`config.mk`:
```
export PLATFORM = sky130hd
export DESIGN_NAME = order_scoreboard
export DESIGN_NICKNAME = d
export VERILOG_FILES = /design/src/rtl/sb_pkg.sv /design/src/rtl/sb_store.sv /design/src/rtl/sb_cmp.sv /design/src/rtl/sb_flags.sv /design/src/rtl/order_scoreboard.sv
export SDC_FILE = /design/constraint.sdc
export NUM_CORES = 1
export LEC_CHECK = 0
export CORE_UTILIZATION = 30
export DETAILED_ROUTE_END_ITERATION = 10
export PLACE_DENSITY = 0.48
export SYNTH_ARGS = -nofsm -noshare
export SYNTH_HDL_FRONTEND = slang
export SYNTH_SLANG_ARGS = --single-unit
```
`constraint.sdc`:
```
create_clock -name clk -period 5.6 [get_ports clk]
set_clock_uncertainty 0.2 [all_clocks]
set_input_delay 1.12 -clock clk [delete_from_list [all_inputs] [get_ports clk]]
set_output_delay 1.12 -clock clk [all_outputs]
set_load 0.05 [all_outputs]
```
`src/rtl/sb_pkg.sv`:
```
package sb_pkg;
  typedef struct packed {
    logic mismatch;
    logic underflow;
    logic overflow;
  } sb_evt_t;

  function automatic logic sb_any(sb_evt_t e);
    return e.mismatch | e.underflow | e.overflow;
  endfunction
endpackage

```
`src/rtl/sb_store.sv`:
```
module sb_store #(
  parameter int DATA_W = 32,
  parameter int DEPTH  = 16,
  localparam int AW = (DEPTH > 1) ? $clog2(DEPTH) : 1,
  localparam int CW = $clog2(DEPTH + 1)
) (
  input  logic              clk,
  input  logic              rst,
  input  logic              push,
  input  logic [DATA_W-1:0] push_data,
  input  logic              pop,
  output logic [DATA_W-1:0] head_data,
  output logic [CW-1:0]     count,
  output logic              push_ok,
  output logic              pop_ok,
  output logic              full,
  output logic              empty
);
  logic [DATA_W-1:0] mem [DEPTH];
  logic [AW-1:0]     wr_ptr, rd_ptr;
  logic [CW-1:0]     count_q;

  function automatic logic [AW-1:0] ptr_next(logic [AW-1:0] p);
    return (p == AW'(DEPTH - 1)) ? '0 : p + 1'b1;
  endfunction

  assign full    = (count_q == CW'(DEPTH));
  assign empty   = (count_q == '0);
  assign push_ok = push & ~full;
  assign pop_ok  = pop & ~empty;
  assign count   = count_q;
  assign head_data = mem[rd_ptr];

  always_ff @(posedge clk) begin
    if (rst) begin
      wr_ptr  <= '0;
      rd_ptr  <= '0;
      count_q <= '0;
    end else begin
      if (push_ok) wr_ptr <= ptr_next(wr_ptr);
      if (pop_ok)  rd_ptr <= ptr_next(rd_ptr);
      case ({push_ok, pop_ok})
        2'b10:   count_q <= count_q + 1'b1;
        2'b01:   count_q <= count_q - 1'b1;
        default: count_q <= count_q;
      endcase
    end
  end

  always_ff @(posedge clk) begin
    if (push_ok) mem[wr_ptr] <= push_data;
  end

  AST_NO_STORE_WHEN_FULL: assert property (@(posedge clk) disable iff (rst)
    push && full && !pop |=> full);
  AST_FULL_POP_DROPS_PUSH: assert property (@(posedge clk) disable iff (rst)
    push && full && pop |=> count_q == CW'(DEPTH - 1));
  AST_COUNT_HOLD: assert property (@(posedge clk) disable iff (rst)
    push_ok && pop_ok |=> $stable(count_q));
  AST_EMPTY_POP_NO_MOVE: assert property (@(posedge clk) disable iff (rst)
    pop && empty && !push |=> empty);
endmodule

```
`src/rtl/sb_cmp.sv`:
```
module sb_cmp #(
  parameter int DATA_W = 32,
  parameter int IDX_W  = 8
) (
  input  logic              clk,
  input  logic              rst,
  input  logic              pop_ok,
  input  logic [DATA_W-1:0] head_data,
  input  logic [DATA_W-1:0] got_data,
  input  logic              trk_en,
  input  logic [IDX_W-1:0]  trk_idx,
  output logic              mismatch
);
  logic [IDX_W-1:0] pop_num;
  logic             selected;

  always_ff @(posedge clk) begin
    if (rst)         pop_num <= '0;
    else if (pop_ok) pop_num <= pop_num + 1'b1;
  end

  assign selected = ~trk_en | (pop_num == trk_idx);
  assign mismatch = pop_ok & selected & (head_data != got_data);

  AST_POPNUM_STEP: assert property (@(posedge clk) disable iff (rst)
    pop_ok |=> pop_num == $past(pop_num) + 1'b1);
  AST_POPNUM_IDLE: assert property (@(posedge clk) disable iff (rst)
    !pop_ok |=> $stable(pop_num));
endmodule

```
`src/rtl/sb_flags.sv`:
```
module sb_flags
  import sb_pkg::*;
#(
  parameter int DATA_W = 32
) (
  input  logic              clk,
  input  logic              rst,
  input  sb_evt_t           evt,
  input  logic [DATA_W-1:0] exp_word,
  input  logic [DATA_W-1:0] got_word,
  output logic              err,
  output logic              uflow,
  output logic              oflow,
  output logic [DATA_W-1:0] dbg_exp,
  output logic [DATA_W-1:0] dbg_got
);
  logic mm_seen;

  always_ff @(posedge clk) begin
    if (rst) begin
      err     <= 1'b0;
      uflow   <= 1'b0;
      oflow   <= 1'b0;
      mm_seen <= 1'b0;
      dbg_exp <= '0;
      dbg_got <= '0;
    end else begin
      if (sb_any(evt))   err   <= 1'b1;
      if (evt.underflow) uflow <= 1'b1;
      if (evt.overflow)  oflow <= 1'b1;
      if (evt.mismatch && !mm_seen) begin
        mm_seen <= 1'b1;
        dbg_exp <= exp_word;
        dbg_got <= got_word;
      end
    end
  end

  AST_ERR_STICKY: assert property (@(posedge clk) disable iff (rst)
    err |=> err);
  AST_MM_SETS_ERR: assert property (@(posedge clk) disable iff (rst)
    evt.mismatch |=> err);
  AST_UF_SETS_FLAG: assert property (@(posedge clk) disable iff (rst)
    evt.underflow |=> uflow && err);
  AST_OF_SETS_FLAG: assert property (@(posedge clk) disable iff (rst)
    evt.overflow |=> oflow && err);
  AST_DBG_FROZEN: assert property (@(posedge clk) disable iff (rst)
    mm_seen |=> $stable(dbg_exp) && $stable(dbg_got));
endmodule

```
`src/rtl/order_scoreboard.sv`:
```
module order_scoreboard
  import sb_pkg::*;
#(
  parameter int DATA_W = 32,
  parameter int DEPTH  = 16,
  parameter int IDX_W  = 8,
  localparam int CW = $clog2(DEPTH + 1)
) (
  input  logic              clk,
  input  logic              rst,
  input  logic              exp_valid,
  input  logic [DATA_W-1:0] exp_data,
  input  logic              dut_valid,
  input  logic [DATA_W-1:0] dut_data,
  input  logic              trk_en,
  input  logic [IDX_W-1:0]  trk_idx,
  output logic              err,
  output logic              uflow,
  output logic              oflow,
  output logic              mm_pulse,
  output logic [CW-1:0]     pend_cnt,
  output logic              empty,
  output logic [DATA_W-1:0] dbg_exp,
  output logic [DATA_W-1:0] dbg_got
);
  logic [DATA_W-1:0] head_data;
  logic              push_ok, pop_ok, full, st_empty, mismatch;
  sb_evt_t           evt;

  sb_store #(.DATA_W(DATA_W), .DEPTH(DEPTH)) u_store (
    .clk       (clk),
    .rst       (rst),
    .push      (exp_valid),
    .push_data (exp_data),
    .pop       (dut_valid),
    .head_data (head_data),
    .count     (pend_cnt),
    .push_ok   (push_ok),
    .pop_ok    (pop_ok),
    .full      (full),
    .empty     (st_empty)
  );

  sb_cmp #(.DATA_W(DATA_W), .IDX_W(IDX_W)) u_cmp (
    .clk       (clk),
    .rst       (rst),
    .pop_ok    (pop_ok),
    .head_data (head_data),
    .got_data  (dut_data),
    .trk_en    (trk_en),
    .trk_idx   (trk_idx),
    .mismatch  (mismatch)
  );

  always_comb begin
    evt.mismatch  = mismatch;
    evt.underflow = dut_valid & st_empty;
    evt.overflow  = exp_valid & full;
  end

  sb_flags #(.DATA_W(DATA_W)) u_flags (
    .clk      (clk),
    .rst      (rst),
    .evt      (evt),
    .exp_word (head_data),
    .got_word (dut_data),
    .err      (err),
    .uflow    (uflow),
    .oflow    (oflow),
    .dbg_exp  (dbg_exp),
    .dbg_got  (dbg_got)
  );

  assign mm_pulse = mismatch;
  assign empty    = st_empty;

  AST_PULSE_ONLY_ON_POP: assert property (@(posedge clk) disable iff (rst)
    mm_pulse |-> dut_valid && !empty);
  AST_COUNT_BOUND: assert property (@(posedge clk) disable iff (rst)
    pend_cnt <= CW'(DEPTH));
  AST_PUSH_COUNTED: assert property (@(posedge clk) disable iff (rst)
    exp_valid && !dut_valid && !full |=> pend_cnt == $past(pend_cnt) + 1'b1);
endmodule

```
==> results.toml, run 1 <==
[final_layout]
area_growth_pct = 21.5
final_cell_area_mm2 = 0.0297
drive_above_1_share_pct = 18.7
utilization_pct = 36.8
antennaDiodeCount = 0
stdcell_count = 2757
nets = 1734

[die]
dieArea_mm2 = 0.0825
io-pin-count = 151
initial_utilization_pct = 30.3
core_area_mm2 = 0.0805
die_x_um = 287
fp.dieH_um = 287
rows = 104

[sta]
fin_setup_tns_ns = 0
drv_slew = 0
final_hold_viol_count = 0
tightest_slew_ns = 1.05
max_slew_margin_pct = 29.9
setup_ws_ns = 0.186
fmax_mhz = 185
hold-worst-slack_ns = 0.252
post-route-min-period_ns = 5.41
min_period_over_period_pct = 96.7
finalSetupViolCount = 0
rsz0062_at_grt = "no"

[setup_path]
crit_required_ns = 4.28
arrival_ns = 4.09
path_max_fanout = 41
critPathKind = "reg -> out"
rrSetupSlack_ns = 0.97
r2r_end = "u_flags.dbg_exp[17]"
crit_path_end_kind = "output pin"
crit_path_start_kind = "register"
reg2regPathDepth = 13

[global_routing]
grt_pass1_wl_um = 98800
first_global_vias = 14000
grt_max_degree = 76
antenna_found_initial = 2
track_usage_pct = 16.6
grt_overflow = 0

[yosys]
ys_seq_area_share_pct = 70.6
synth_seq_cells = 605
synth.avg_cell_area_um2 = 16.8
async_flop_share_pct = 0
synth_edf_count = 512
netlist_area_mm2 = 0.0244
synthCells = 1450
synthesis.nets = 1538
ys_warn_count = 0
ys.flop_type = "edfxtp_1"
ys_types = 54

[drt]
routed_wl_um = 69400
dr.pass1.iters = 6
ant_nets = 0
num_vias = 13700
wire_per_inst_um = 25.2
drc = 0
viasPerCell = 4.97
drt_iter0_drc = 1020

[hold_path]
holdCritPathClass = "reg -> reg"
min_from = "u_flags.oflow"
min_to = "u_flags.oflow"
min_path_cells = 2

[placement]
placed_cell_area_mm2 = 0.0275
port-buffer-count = 150
place_congestion = 0.799
dp_hpwl_um = 41600
placed_cells = 2636
dp_worst_setup_slack_ns = 0.662

[clocking]
cts_inserted_buffers = 61
htreeDepth = 2
cts_sinks = 605
cts.path.max_buffers = 3
cts_tree = "yes"
path_clk_slew_ns = 0.06
clk_latency_ns = 0.62
cts_root_buf = "clkbuf_16"

[job]
cap_violations = 0

[status]
status = "completed"

[pwr]
leakagePower_nw = 9.30
ir_worst_vdd_mv = 0.244
power_mw = 12.7
powerDensity_mw_per_mm2 = 427
[placed cells by master, fill, tap and decap left out, types with 5 or more instances in the layout]
cell type / Yosys / routed
a211oi_1: 11 / 11
a21oi_1: 78 / 78
a221oi_1: 5 / 5
a22o_1: 11 / 11
buf_12: 0 / 8
buf_4: 19 / 67
bufinv_16: 0 / 7
clkbuf_1: 31 / 10
clkbuf_16: 0 / 64
clkbuf_8: 0 / 5
clkdlybuf4s50_1: 0 / 148
clkinv_1: 1 / 11
clkinv_2: 0 / 9
dfxtp_1: 93 / 88
edfxtp_1: 512 / 512
ha_1: 10 / 10
inv_1: 8 / 7
mux2_2: 15 / 15
mux2i_1: 91 / 91
mux4_2: 106 / 106
nand2_1: 44 / 44
nand2b_1: 19 / 19
nand3_1: 56 / 56
nand4_1: 9 / 9
nor2_1: 52 / 40
nor2_4: 0 / 12
nor2b_1: 7 / 7
nor3_1: 20 / 15
nor3_2: 0 / 5
nor4_1: 5 / 5
o21a_1: 5 / 5
o21ai_0: 37 / 37
o21ai_1: 33 / 33
o22ai_1: 8 / 8
or3_1: 5 / 5
or4_1: 7 / 7
xnor2_1: 50 / 49
xor2_1: 24 / 24
[per-layer routing]
metal	up-vias	GRT usage [%]	part of all wire (%)
met2	370	27.0	47
met4	2	4.45	2.0
met5	-	0	0.014
met1	7119	22.9	45
met3	88	2.87	5.8
li1	6124	-	-
[cells by family after synthesis]
kind of cell | count (synthesis) | synth area share, %
multiplexers | 212 | 14.2
adder cells (fa/ha/maj) | 11 | 0.595
buffers and inverters | 101 | 2.04
AND/OR/NAND/NOR | 233 | 4.67
AO/OA/AOI/OAI | 214 | 5.22
XOR/XNOR | 74 | 2.66
flip-flops | 605 | 70.6
[where the power goes]
| part | internal, mW | switching [mW] | leakage [nW] | total (mW) |
|---|---|---|---|---|
| logic | 1.23 | 1.95 | 2.90 | 3.18 |
| clock network | 2.49 | 1.71 | 1.02 | 4.20 |
| registers | 5.12 | 0.173 | 5.38 | 5.29 |
[synthesized netlist by cell type (all sizes together), types with 7 or more instances]
library cell / number / area [um^2]
edfxtp: 512 / 15400
mux4: 106 / 2390
dfxtp: 93 / 1860
mux2i: 91 / 911
a21oi: 78 / 390
o21ai: 70 / 350
buf: 60 / 343
nand3: 56 / 280
nor2: 52 / 195
xnor2: 50 / 438
nand2: 44 / 165
clkbuf: 31 / 116
xor2: 24 / 210
nor3: 20 / 100
nand2b: 19 / 119
mux2: 15 / 169
a211oi: 11 / 82.6
a22o: 11 / 96.3
ha: 10 / 125
inv: 9 / 33.8
nand4: 9 / 56.3
o22ai: 8 / 50.1
nor2b: 7 / 43.8
or4: 7 / 52.6
[flip-flops by register name (all words and copies together) (netlist names), named ones only]
register,flops
u_flags.oflow,1
u_flags.dbg_exp,32
u_cmp.pop_num,8
u_flags.dbg_got,32
u_flags.uflow,1
u_store.count,5
u_store.mem,512
u_store.wr_ptr,4
u_flags.mm_seen,1
u_store.rd_ptr,4
u_flags.err,1
[critical path, stage by stage (launching register included)]
cell and delay [ns]:
dfxtp_4 0.48, buf_12 0.33, buf_4 0.28, mux4_2 0.51, nor2_1 0.23, nor3_2 0.13
xnor2_1 0.16, nand4_1 0.13, or4_1 0.56, o311ai_4 0.33, inv_2 0.09, buf_4 0.20
[how the worst max path moves through the flow]
stage                        endpoint  slack [ns]  depth (start not counted)
CTS                          mm_pulse        0.02                          9
detailed placement           mm_pulse        0.66                          8
global route                 mm_pulse      0.0007                         11
global placement             mm_pulse        0.63                          9
floorplan           u_store.mem[3][0]        0.93                          3
finish                       mm_pulse        0.19                         11
[layout make-up]
class | count | area (um^2)
Multi-Input combinational cell | 744 | 6800
Fill cell | 7454 | 50900
Inverter | 10 | 37.5
Sequential cell | 605 | 17300
Clock inverter | 31 | 332
Tap cell | 1060 | 1330
Timing Repair Buffer | 224 | 2170
Clock buffer | 83 | 1740
[repair_timing]
| item | 4_1_cts | 5_1_grt |
|---|---|---|
| resized for setup | 0 | 3 |
| endpoints found under the setup margin | 0 | 1 |
| hold buffers | 0 | 0 |
| buffers inserted | 0 | 7 |
Power figures use the tool's default switching activity.
==> run 2: changes to the inputs <==
- CORE_MARGIN: not set -> 2
==> run 2 against run 1 <==
Hold slack got worse by 0.0061 ns. Critical path type unchanged. Design area rose by 0.18%. Register-to-register slack got worse by 0.26 ns. Count of clock-buffer cells in the layout rose by 17. Die area rose by 1.4%. Largest cell class unchanged. Final cell count rose by 0.33%. Via count rose by 1.2%. Sequential share of layout area fell by 0.11 points. Critical path depth rose by 1. Wire length fell by 0.37%. Combinational power barely moved.
==> results.toml, run 2 (synthesis results as in run 1) <==
[clocking]
path_clk_slew_ns = 0.06
cts_root_buf = "clkbuf_16"
cts_sinks = 605
cts_hold_buf = 0
cts_tree = "yes"
cts.path.max_buffers = 3
htreeDepth = 3
cts_inserted_buffers = 68
clk_latency_ns = 0.60

[die]
initial_utilization_pct = 30.3
die_x_um = 289
dieArea_mm2 = 0.0837
io-pin-count = 151
core_area_mm2 = 0.0805
rows = 104
fp.dieH_um = 289

[drt]
viasPerCell = 5.01
dr.pass1.iters = 5
wire_per_inst_um = 25.0
routed_wl_um = 69200
drt_iter0_drc = 933
drc = 0
ant_nets = 0
num_vias = 13900

[setup_path]
critPathSlowestCell = "mux4_2"
cpPeakStageDelay_ns = 0.56
crit_required_ns = 4.28
path_max_fanout = 30
crit_path_start_kind = "register"
crit_chain = "buf_12 -> buf_4 -> mux4_2 -> mux2i_1 -> mux2i_1 -> buf_4 -> xnor2_1 -> o211ai_1 -> or4_1 -> o311ai_4 -> inv_2 -> buf_4"
critPathKind = "reg -> out"
cpMostUsedCell = "buf_4"
arrival_ns = 4.10
crit_path_end_kind = "output pin"
rrSetupSlack_ns = 0.71

[final_layout]
layout_commonest_cell = "edfxtp_1"
top_register = "u_store.mem"
drive_above_1_share_pct = 18.4
largest_reg_flops = 512
nets = 1741
fill_cells = 7580
antennaDiodeCount = 0
area_growth_pct = 21.7
final-seq-area_mm2 = 0.0173
reg.largest.list = "u_store.mem x512, u_flags.dbg_exp x32, u_flags.dbg_got x32"
multi_input_area_mm2 = 0.00679
mostFrequentLayoutCells = "512 x edfxtp_1, 148 x clkdlybuf4s50_1, 106 x mux4_2"

[sta]
max_slew_margin_pct = 18.1
tightest_slew_ns = 1.22
setup_ws_ns = 0.184
drv_slew = 0
rsz0062_at_grt = "no"
final_hold_viol_count = 0
min_period_over_period_pct = 96.7
finalSetupViolCount = 0
fin_setup_tns_ns = 0
post-route-min-period_ns = 5.42
fmax_mhz = 185

[placement]
port-buffer-count = 150
place_congestion = 0.807
dp_worst_setup_slack_ns = 0.456
dp_hpwl_um = 42300

[hold_path]
holdCritPathClass = "reg -> reg"

[pwr]
ir_worst_vdd_mv = 0.188
powerDensity_mw_per_mm2 = 426
leakagePower_nw = 9.30

[global_routing]
grt_max_degree = 74
track_usage_pct = 16.3
antenna_found_initial = 5
first_global_vias = 14000
grt_overflow = 0
grt_pass1_wl_um = 98400

[job]
cap_violations = 0

[status]
status = "completed"
run 2: cell count changes in the layout (fill, tap and decap cells not counted), moves of 3 or more:
| cell | previous run | this run |
|---|---|---|
| bufinv_16 | 7 | 1 |
| buf_4 | 67 | 64 |
| clkbuf_1 | 10 | 23 |
| clkbuf_4 | 4 | 1 |
| buf_12 | 8 | 12 |
| clkbuf_16 | 64 | 71 |
run 2: stage by stage:
| step | util (%) | hold WS (ns) | total power [mW] | cells | instance area, um^2 |
|---|---|---|---|---|---|
| floorplan | - | 0.273 | 7.35 | 1450 | 24400 |
| global placement | 34.1 | 0.241 | 8.50 | 2630 | 27500 |
| detailed placement | 34.1 | 0.248 | 8.53 | 2630 | 27500 |
| CTS | 36.7 | 0.256 | 12.8 | 2753 | 29600 |
| global route | 36.9 | 0.270 | 13.2 | 2766 | 29700 |
| finish | 36.9 | 0.246 | 12.7 | 2766 | 29700 |
run 2: worst paths after layout:
| path | start | end | cells past startpoint |
|---|---|---|---|
| worst max-delay path | register | mm_pulse | 12 |
| worst min-delay path | u_flags.oflow | u_flags.oflow | 2 |
| worst max register to register | register | u_flags.dbg_exp[17] | 13 |
| worst min register to register | u_flags.oflow | u_flags.oflow | 2 |
run 2: power breakdown:
| part | switching, mW | leakage (nW) | internal (mW) | total (mW) |
|---|---|---|---|---|
| combinational | 1.95 | 2.89 | 1.21 | 3.17 |
| sequential | 0.165 | 5.38 | 5.12 | 5.29 |
| clock | 1.75 | 1.03 | 2.45 | 4.20 |
run 2: what timing repair did:
action,in CTS,in global routing
gates resized for setup,0,1
buffers inserted,0,13
hold endpoints to repair,0,0
setup endpoints to repair,0,1
run 2: layout make-up:
class	instances	area share, %
Clock inverter	23	0.552
Multi-Input combinational cell	744	22.9
Clock buffer	100	6.53
Timing Repair Buffer	224	7.41
Tap cell	1060	4.46
Sequential cell	605	58.1
Inverter	10	0.126
run 2: worst max-delay path, delay by kind of cell (launching register included):
kind	cells	cell delay, ns
flops	1	0.35
mux	3	0.85
compound gates	2	0.48
xor+xnor	1	0.15
simple gates	1	0.56
buf+inv	5	1.07
run 2: routing by layer:
| layer | share of wire (%) | vias up | track usage, % |
|---|---|---|---|
| li1 | - | 6128 | - |
| met1 | 46 | 7244 | 22.3 |
| met2 | 46 | 379 | 26.4 |
| met3 | 5.1 | 102 | 3.08 |
| met4 | 2.4 | 8 | 5.15 |
| met5 | 0.072 | - | 0 |
